$ cat config.mk
export PLATFORM = sky130hd
export DESIGN_NAME = uart_rx_rts
export DESIGN_NICKNAME = d
export VERILOG_FILES = /design/src/rtl/uart_rx_rts_pkg.sv /design/src/rtl/uart_rx_rts_ctrl.sv /design/src/rtl/uart_rx_rts_dp.sv /design/src/rtl/uart_rx_rts.sv
export SDC_FILE = /design/constraint.sdc
export NUM_CORES = 1
export LEC_CHECK = 0
export CORE_UTILIZATION = 65
export CTS_BUF_LIST = sky130_fd_sc_hd__clkbuf_8
export DETAILED_ROUTE_END_ITERATION = 8
export PLACE_DENSITY = 0.87
export SLEW_MARGIN = 20
export SYNTH_ARGS = -nofsm -noshare
export SYNTH_HDL_FRONTEND = slang
export SYNTH_HIERARCHICAL = 1
export SYNTH_SLANG_ARGS = --single-unit
$ cat constraint.sdc
create_clock -name clk -period 7.6 [get_ports clk]
set_clock_uncertainty 0.15 [all_clocks]
set_input_delay 1.52 -clock clk [delete_from_list [all_inputs] [get_ports clk]]
set_output_delay 1.52 -clock clk [all_outputs]
set_load 0.05 [all_outputs]
$ cat src/rtl/uart_rx_rts_pkg.sv
package uart_rx_rts_pkg;
  // Timing strobes from the receive sequencer to the datapath
  typedef struct packed {
    logic shiftEn;   // mid-bit sample of a data bit
    logic charDone;  // mid-stop sample: character complete
    logic stopBad;   // stop bit sampled low (valid with charDone)
    logic rtsPoint;  // two-thirds point of the stop bit
  } rxStrobes_t;
endpackage

$ cat src/rtl/uart_rx_rts_ctrl.sv
module uart_rx_rts_ctrl
  import uart_rx_rts_pkg::*;
#(
  parameter int OVERSAMPLE = 16,
  parameter int DATA_BITS  = 8
) (
  input  logic       clk,
  input  logic       rst,
  input  logic       rxSync,
  output rxStrobes_t strobes
);
  localparam int MID_TICK  = OVERSAMPLE / 2 - 1;
  localparam int TAIL      = (2 * OVERSAMPLE) / 3 - OVERSAMPLE / 2;
  localparam int STOP_END  = OVERSAMPLE - 1 + TAIL;
  localparam int CNT_W     = $clog2(STOP_END + 1);
  localparam int BIT_W     = (DATA_BITS > 1) ? $clog2(DATA_BITS) : 1;

  localparam logic [CNT_W-1:0] CNT_MID  = CNT_W'(MID_TICK);
  localparam logic [CNT_W-1:0] CNT_BIT  = CNT_W'(OVERSAMPLE - 1);
  localparam logic [CNT_W-1:0] CNT_STOP = CNT_W'(STOP_END);
  localparam logic [BIT_W-1:0] BIT_LAST = BIT_W'(DATA_BITS - 1);

  typedef enum logic [1:0] {IDLE, START, DATA, STOP} rxState_t;

  rxState_t          state;
  logic [CNT_W-1:0]  tickCnt;
  logic [BIT_W-1:0]  bitIdx;

  always_ff @(posedge clk) begin
    if (rst) begin
      state   <= IDLE;
      tickCnt <= '0;
      bitIdx  <= '0;
    end else begin
      case (state)
        IDLE: begin
          tickCnt <= '0;
          if (!rxSync) state <= START;
        end
        START: begin
          if (tickCnt == CNT_MID) begin
            tickCnt <= '0;
            bitIdx  <= '0;
            state   <= rxSync ? IDLE : DATA;
          end else begin
            tickCnt <= tickCnt + 1'b1;
          end
        end
        DATA: begin
          if (tickCnt == CNT_BIT) begin
            tickCnt <= '0;
            if (bitIdx == BIT_LAST) state <= STOP;
            else bitIdx <= bitIdx + 1'b1;
          end else begin
            tickCnt <= tickCnt + 1'b1;
          end
        end
        STOP: begin
          if (tickCnt == CNT_STOP) begin
            tickCnt <= '0;
            state   <= IDLE;
          end else begin
            tickCnt <= tickCnt + 1'b1;
          end
        end
        default: state <= IDLE;
      endcase
    end
  end

  always_comb begin
    strobes.shiftEn  = (state == DATA) && (tickCnt == CNT_BIT);
    strobes.charDone = (state == STOP) && (tickCnt == CNT_BIT);
    strobes.stopBad  = strobes.charDone && !rxSync;
    strobes.rtsPoint = (state == STOP) && (tickCnt == CNT_STOP);
  end
endmodule

$ cat src/rtl/uart_rx_rts_dp.sv
module uart_rx_rts_dp
  import uart_rx_rts_pkg::*;
#(
  parameter int DATA_BITS  = 8,
  parameter int FIFO_DEPTH = 2
) (
  input  logic                 clk,
  input  logic                 rst,
  input  logic                 rxSync,
  input  rxStrobes_t           strobes,
  input  logic                 rtsEnable,
  input  logic                 rdStrobe,
  output logic [DATA_BITS-1:0] rdData,
  output logic                 rdFrameErr,
  output logic                 fifoEmpty,
  output logic                 fifoFull,
  output logic                 overrun,
  output logic                 rts
);
  localparam int ENTRY_W = DATA_BITS + 1;
  localparam int PTR_W   = (FIFO_DEPTH > 1) ? $clog2(FIFO_DEPTH) : 1;
  localparam int OCC_W   = $clog2(FIFO_DEPTH + 1);
  localparam logic [OCC_W-1:0] OCC_FULL = OCC_W'(FIFO_DEPTH);
  localparam logic [PTR_W-1:0] PTR_LAST = PTR_W'(FIFO_DEPTH - 1);

  logic [DATA_BITS-1:0] shiftReg;
  logic [ENTRY_W-1:0]   mem [FIFO_DEPTH];
  logic [PTR_W-1:0]     rdPtr, wrPtr;
  logic [OCC_W-1:0]     occ, occNext;
  logic [ENTRY_W-1:0]   holdData, newChar, pushData;
  logic                 holdValid, holdSet, holdClr;
  logic                 pop, push, space, dropChar, rtsReg;

  function automatic logic [PTR_W-1:0] nextPtr(input logic [PTR_W-1:0] p);
    return (p == PTR_LAST) ? '0 : p + 1'b1;
  endfunction

  // Data bits arrive LSB first: shift in at the top
  always_ff @(posedge clk) begin
    if (rst) shiftReg <= '0;
    else if (strobes.shiftEn) shiftReg <= {rxSync, shiftReg[DATA_BITS-1:1]};
  end

  assign newChar = {strobes.stopBad, shiftReg};
  assign pop     = rdStrobe && (occ != '0);
  assign space   = (occ != OCC_FULL) || pop;

  // Spare register drains first; new character goes to queue or spare
  always_comb begin
    push     = 1'b0;
    pushData = holdData;
    holdSet  = 1'b0;
    holdClr  = 1'b0;
    dropChar = 1'b0;
    if (holdValid) begin
      if (space) begin
        push    = 1'b1;
        holdSet = strobes.charDone;
        holdClr = !strobes.charDone;
      end else if (strobes.charDone) begin
        dropChar = 1'b1;
      end
    end else if (strobes.charDone) begin
      pushData = newChar;
      if (space) push = 1'b1;
      else holdSet = 1'b1;
    end
  end

  assign occNext = occ + OCC_W'(push) - OCC_W'(pop);

  always_ff @(posedge clk) begin
    if (rst) begin
      for (int i = 0; i < FIFO_DEPTH; i++) mem[i] <= '0;
      rdPtr <= '0;
      wrPtr <= '0;
      occ   <= '0;
    end else begin
      if (push) begin
        mem[wrPtr] <= pushData;
        wrPtr      <= nextPtr(wrPtr);
      end
      if (pop) rdPtr <= nextPtr(rdPtr);
      occ <= occNext;
    end
  end

  always_ff @(posedge clk) begin
    if (rst) begin
      holdValid <= 1'b0;
      holdData  <= '0;
    end else if (holdSet) begin
      holdValid <= 1'b1;
      holdData  <= newChar;
    end else if (holdClr) begin
      holdValid <= 1'b0;
    end
  end

  always_ff @(posedge clk) begin
    if (rst) overrun <= 1'b0;
    else if (dropChar) overrun <= 1'b1;
    else if (pop) overrun <= 1'b0;
  end

  always_ff @(posedge clk) begin
    if (rst || !rtsEnable) rtsReg <= 1'b0;
    else if (strobes.rtsPoint && (occNext == OCC_FULL)) rtsReg <= 1'b1;
    else if (pop) rtsReg <= 1'b0;
  end

  assign rts        = rtsReg && rtsEnable;
  assign rdData     = mem[rdPtr][DATA_BITS-1:0];
  assign rdFrameErr = mem[rdPtr][DATA_BITS];
  assign fifoEmpty  = (occ == '0);
  assign fifoFull   = (occ == OCC_FULL);
endmodule

$ cat src/rtl/uart_rx_rts.sv
module uart_rx_rts
  import uart_rx_rts_pkg::*;
#(
  parameter int OVERSAMPLE  = 16,
  parameter int DATA_BITS   = 8,
  parameter int FIFO_DEPTH  = 2,
  parameter int SYNC_STAGES = 2
) (
  input  logic                 clk,
  input  logic                 rst,
  input  logic                 rxd,
  input  logic                 rtsEnable,
  input  logic                 rdStrobe,
  output logic [DATA_BITS-1:0] rdData,
  output logic                 rdFrameErr,
  output logic                 fifoEmpty,
  output logic                 fifoFull,
  output logic                 overrun,
  output logic                 rts
);
  logic [SYNC_STAGES-1:0] syncQ;
  logic                   rxSync;
  rxStrobes_t             strobes;

  generate
    if (SYNC_STAGES == 1) begin : g_sync1
      always_ff @(posedge clk) begin
        if (rst) syncQ <= '1;
        else syncQ <= rxd;
      end
    end else begin : g_syncN
      always_ff @(posedge clk) begin
        if (rst) syncQ <= '1;
        else syncQ <= {syncQ[SYNC_STAGES-2:0], rxd};
      end
    end
  endgenerate

  assign rxSync = syncQ[SYNC_STAGES-1];

  uart_rx_rts_ctrl #(
    .OVERSAMPLE(OVERSAMPLE),
    .DATA_BITS (DATA_BITS)
  ) ctrl_i (
    .clk    (clk),
    .rst    (rst),
    .rxSync (rxSync),
    .strobes(strobes)
  );

  uart_rx_rts_dp #(
    .DATA_BITS (DATA_BITS),
    .FIFO_DEPTH(FIFO_DEPTH)
  ) dp_i (
    .clk       (clk),
    .rst       (rst),
    .rxSync    (rxSync),
    .strobes   (strobes),
    .rtsEnable (rtsEnable),
    .rdStrobe  (rdStrobe),
    .rdData    (rdData),
    .rdFrameErr(rdFrameErr),
    .fifoEmpty (fifoEmpty),
    .fifoFull  (fifoFull),
    .overrun   (overrun),
    .rts       (rts)
  );
endmodule

==> flow_metrics.py <==
metrics = {
    "logic_synthesis": {
        "synthArstFlopShare_pct": 0,
        "yosys.cell_count.top_type": "dfxtp_1",
        "synth_warnings": 6,
        "yosys_register_bits": 55,
        "synthTopCellsByArea": "dfxtp_1, edfxtp_1, mux2_2, nand2_1, mux2i_1",
        "yosysSeqAreaShare_pct": 49.2,
        "yosysTopAreaCellShare_pct": 28.4,
        "synth_common_cells": "dfxtp_1, nand2_1, nor2_1, edfxtp_1",
        "yosysUniqueCellTypes": 43,
        "syn_inst": 260,
        "syn-num-nets": 272,
        "syn-cell-area_mm2": 0.00260,
        "yosys_most_used_dff": "dfxtp_1",
        "syn_area_per_cell_um2": 10.0,
        "yosysTopAreaCell": "dfxtp_1",
        "synth_edf_count": 18,
    },
    "pwr": {
        "power_mw": 0.551,
        "powerDensity_mw_per_mm2": 189,
        "p_leak_nw": 0.982,
        "peakVddDrop_v": 0.000149,
    },
    "worst_setup_path": {
        "end_kind": "output port",
        "cpMostUsedCell": "clkdlybuf4s50_1",
        "r2r_start": "ctrl_i/tickCnt[0]",
        "cp_cell_sequence": "clkdlybuf4s50_1 -> and2_1 -> clkdlybuf4s50_1",
        "crit_type": "in -> out",
        "worstPathRequired_ps": 5930,
        "cp.arrival_ps": 2940,
        "cp_slowest_stage_delay_ps": 810,
        "reg2regPathDepth": 7,
        "crit_cells": 3,
        "worst_setup_path_start_kind": "input pin",
        "crit_slowest_cell": "clkdlybuf4s50_1",
        "endpoint": "rts",
        "crit_family": "buffers and inverters",
        "regToRegSetupSlack_ps": 4390,
        "cp-startpoint": "rtsEnable",
        "critPathBufInv": 2,
        "cp_max_fo": 2,
        "timing.rr.end": "dp_i/mem[0][3]",
    },
    "global_routing": {
        "grt_max_degree": 42,
        "overflow": 0,
        "grt_pass1_wl_mm": 7.07,
        "grt_pass1_vias": 1660,
        "antenna_found_initial": 0,
        "grt_usage_pct": 21.5,
    },
    "sta": {
        "maxSlewHeadroom_pct": 53.0,
        "worstMarginPinSlew_ps": 699,
        "setup_viol_count_final": 0,
        "slew_viol_final": 0,
        "finalSetupTns_ps": 0,
        "hold_violations": 0,
        "rsz0062_at_grt": "false",
        "fin_crit_sh_pct": 60.7,
        "fmax_mhz": 217,
        "period_needed_ps": 4610,
    },
    "route": {
        "drt_iter0_markers": 71,
        "drt-total-wl_mm": 3.99,
        "vias": 1760,
        "ant_nets": 0,
        "drtPass1Iterations": 4,
        "vias_per_cell": 5.48,
        "wl_per_cell_um": 12.4,
        "drc": 0,
    },
    "placed_design": {
        "globalplace.congestion": 0.743,
        "portBuffers": 17,
        "dp_hpwl_mm": 2.85,
    },
    "cts": {
        "clk_pin_slew_ps": 90,
        "htreeDepth": 2,
        "worstSkewPairLatency_ps": 300,
        "post_cts_resized": 0,
        "cts_tree": "built",
        "cts_root_buf": "clkbuf_8",
        "clkSinkCount": 55,
        "clockBufferDepth": 2,
        "cts_buffers": 5,
        "cts_setup_buffers": 0,
        "hold_buffers": 0,
    },
    "finish": {
        "nets": 284,
        "drive_gt1_share_pct": 8.06,
        "diodes": 0,
        "area_growth_pct": 12.2,
    },
    "die": {
        "die_h_um": 65.3,
        "die_w_um": 65.3,
        "start_util_pct": 69.6,
        "dieArea_mm2": 0.00426,
        "io-pin-count": 18,
        "core-area_mm2": 0.00374,
        "rows": 22,
    },
    "outcome": {
        "status": "complete, no violations",
    },
    "hold_path": {
        "hold_class": "reg -> reg",
    },
    "run": {
        "drv_cap": 0,
    },
}
[worst min-delay path by stage]
stage | to | startpoint | depth (start not counted) | slack [ps]
finish | syncQ[1] | syncQ[0] | 1 | 280
floorplan | syncQ[1] | syncQ[0] | 1 | 230
global placement | syncQ[1] | syncQ[0] | 1 | 240
detailed placement | syncQ[1] | syncQ[0] | 1 | 240
global route | syncQ[1] | syncQ[0] | 1 | 310
CTS | syncQ[1] | syncQ[0] | 1 | 290
[per-layer routing]
metal  wire length, µm  global-route usage [%]  vias up
li1                  -                       -      932
met2              2030                    38.8       27
met1              1820                    24.4      796
met3               108                    5.38        5
met5                 0                       0        -
met4                38                    7.34        0
[logic make-up (layout without fill, tap and decap cells)]
group,count (synthesis),after routing,share of synthesized area [%]
adders and majority gates,7,7,3.36
AOI/OAI and AO/OA,37,37,8.22
xor gates and xnor gates,6,6,2.74
and+or+nand+nor,118,118,26.0
DFF,55,55,49.2
buffers and inverters,19,32,3.08
muxes,18,18,7.35
[layout make-up]
cell class              count  area [µm²]
clock inverters             3        67.6
inverters                   6        22.5
flip-flops and latches     55        1280
multi-input cells         186        1240
clock buffers               5        68.8
fillers                   271         823
well taps                  48        60.1
repair buffers             18         178
[sequential cells by signal, summed over array words and instances (netlist names), 2 cells and up, named ones only]
register,count
ctrl_i/bitIdx,3
ctrl_i/tickCnt,5
dp_i/holdData,9
dp_i/mem,18
dp_i/occ,2
dp_i/shiftReg,8
syncQ,2
[where the power goes]
group	total [mW]	leakage, nW	switching [mW]	internal [mW]
Combinational	0.0217	0.437	0.0130	0.00868
Clock	0.221	0.0644	0.0895	0.131
Sequential	0.309	0.481	0.00174	0.307
[stage by stage]
stage               instance area [µm²]  hold slack (ps)  setup slack, ps  instances  utilization [%]
finish                             2920              282             2990        321             78.0
global route                       2920              305             2930        321             78.0
CTS                                2920              293             2980        321             78.0
detailed placement                 2780              240             2980        313             74.4
global placement                   2780              238             3000        313             74.4
floorplan                          2600              233             3980        260                -
[layout by cell type (no fill, tap or decap), types with 5 or more instances in the layout]
| master | n |
|---|---|
| a21oi_1 | 13 |
| and2_1 | 12 |
| clkbuf_8 | 5 |
| clkdlybuf4s50_1 | 17 |
| dfxtp_1 | 37 |
| edfxtp_1 | 18 |
| ha_1 | 7 |
| inv_1 | 5 |
| mux2_2 | 9 |
| mux2i_1 | 9 |
| nand2_1 | 25 |
| nand2b_1 | 14 |
| nand4b_1 | 9 |
| nor2_1 | 20 |
| nor2b_1 | 14 |
| o21ai_0 | 11 |
(Power assumes the default switching activity.)
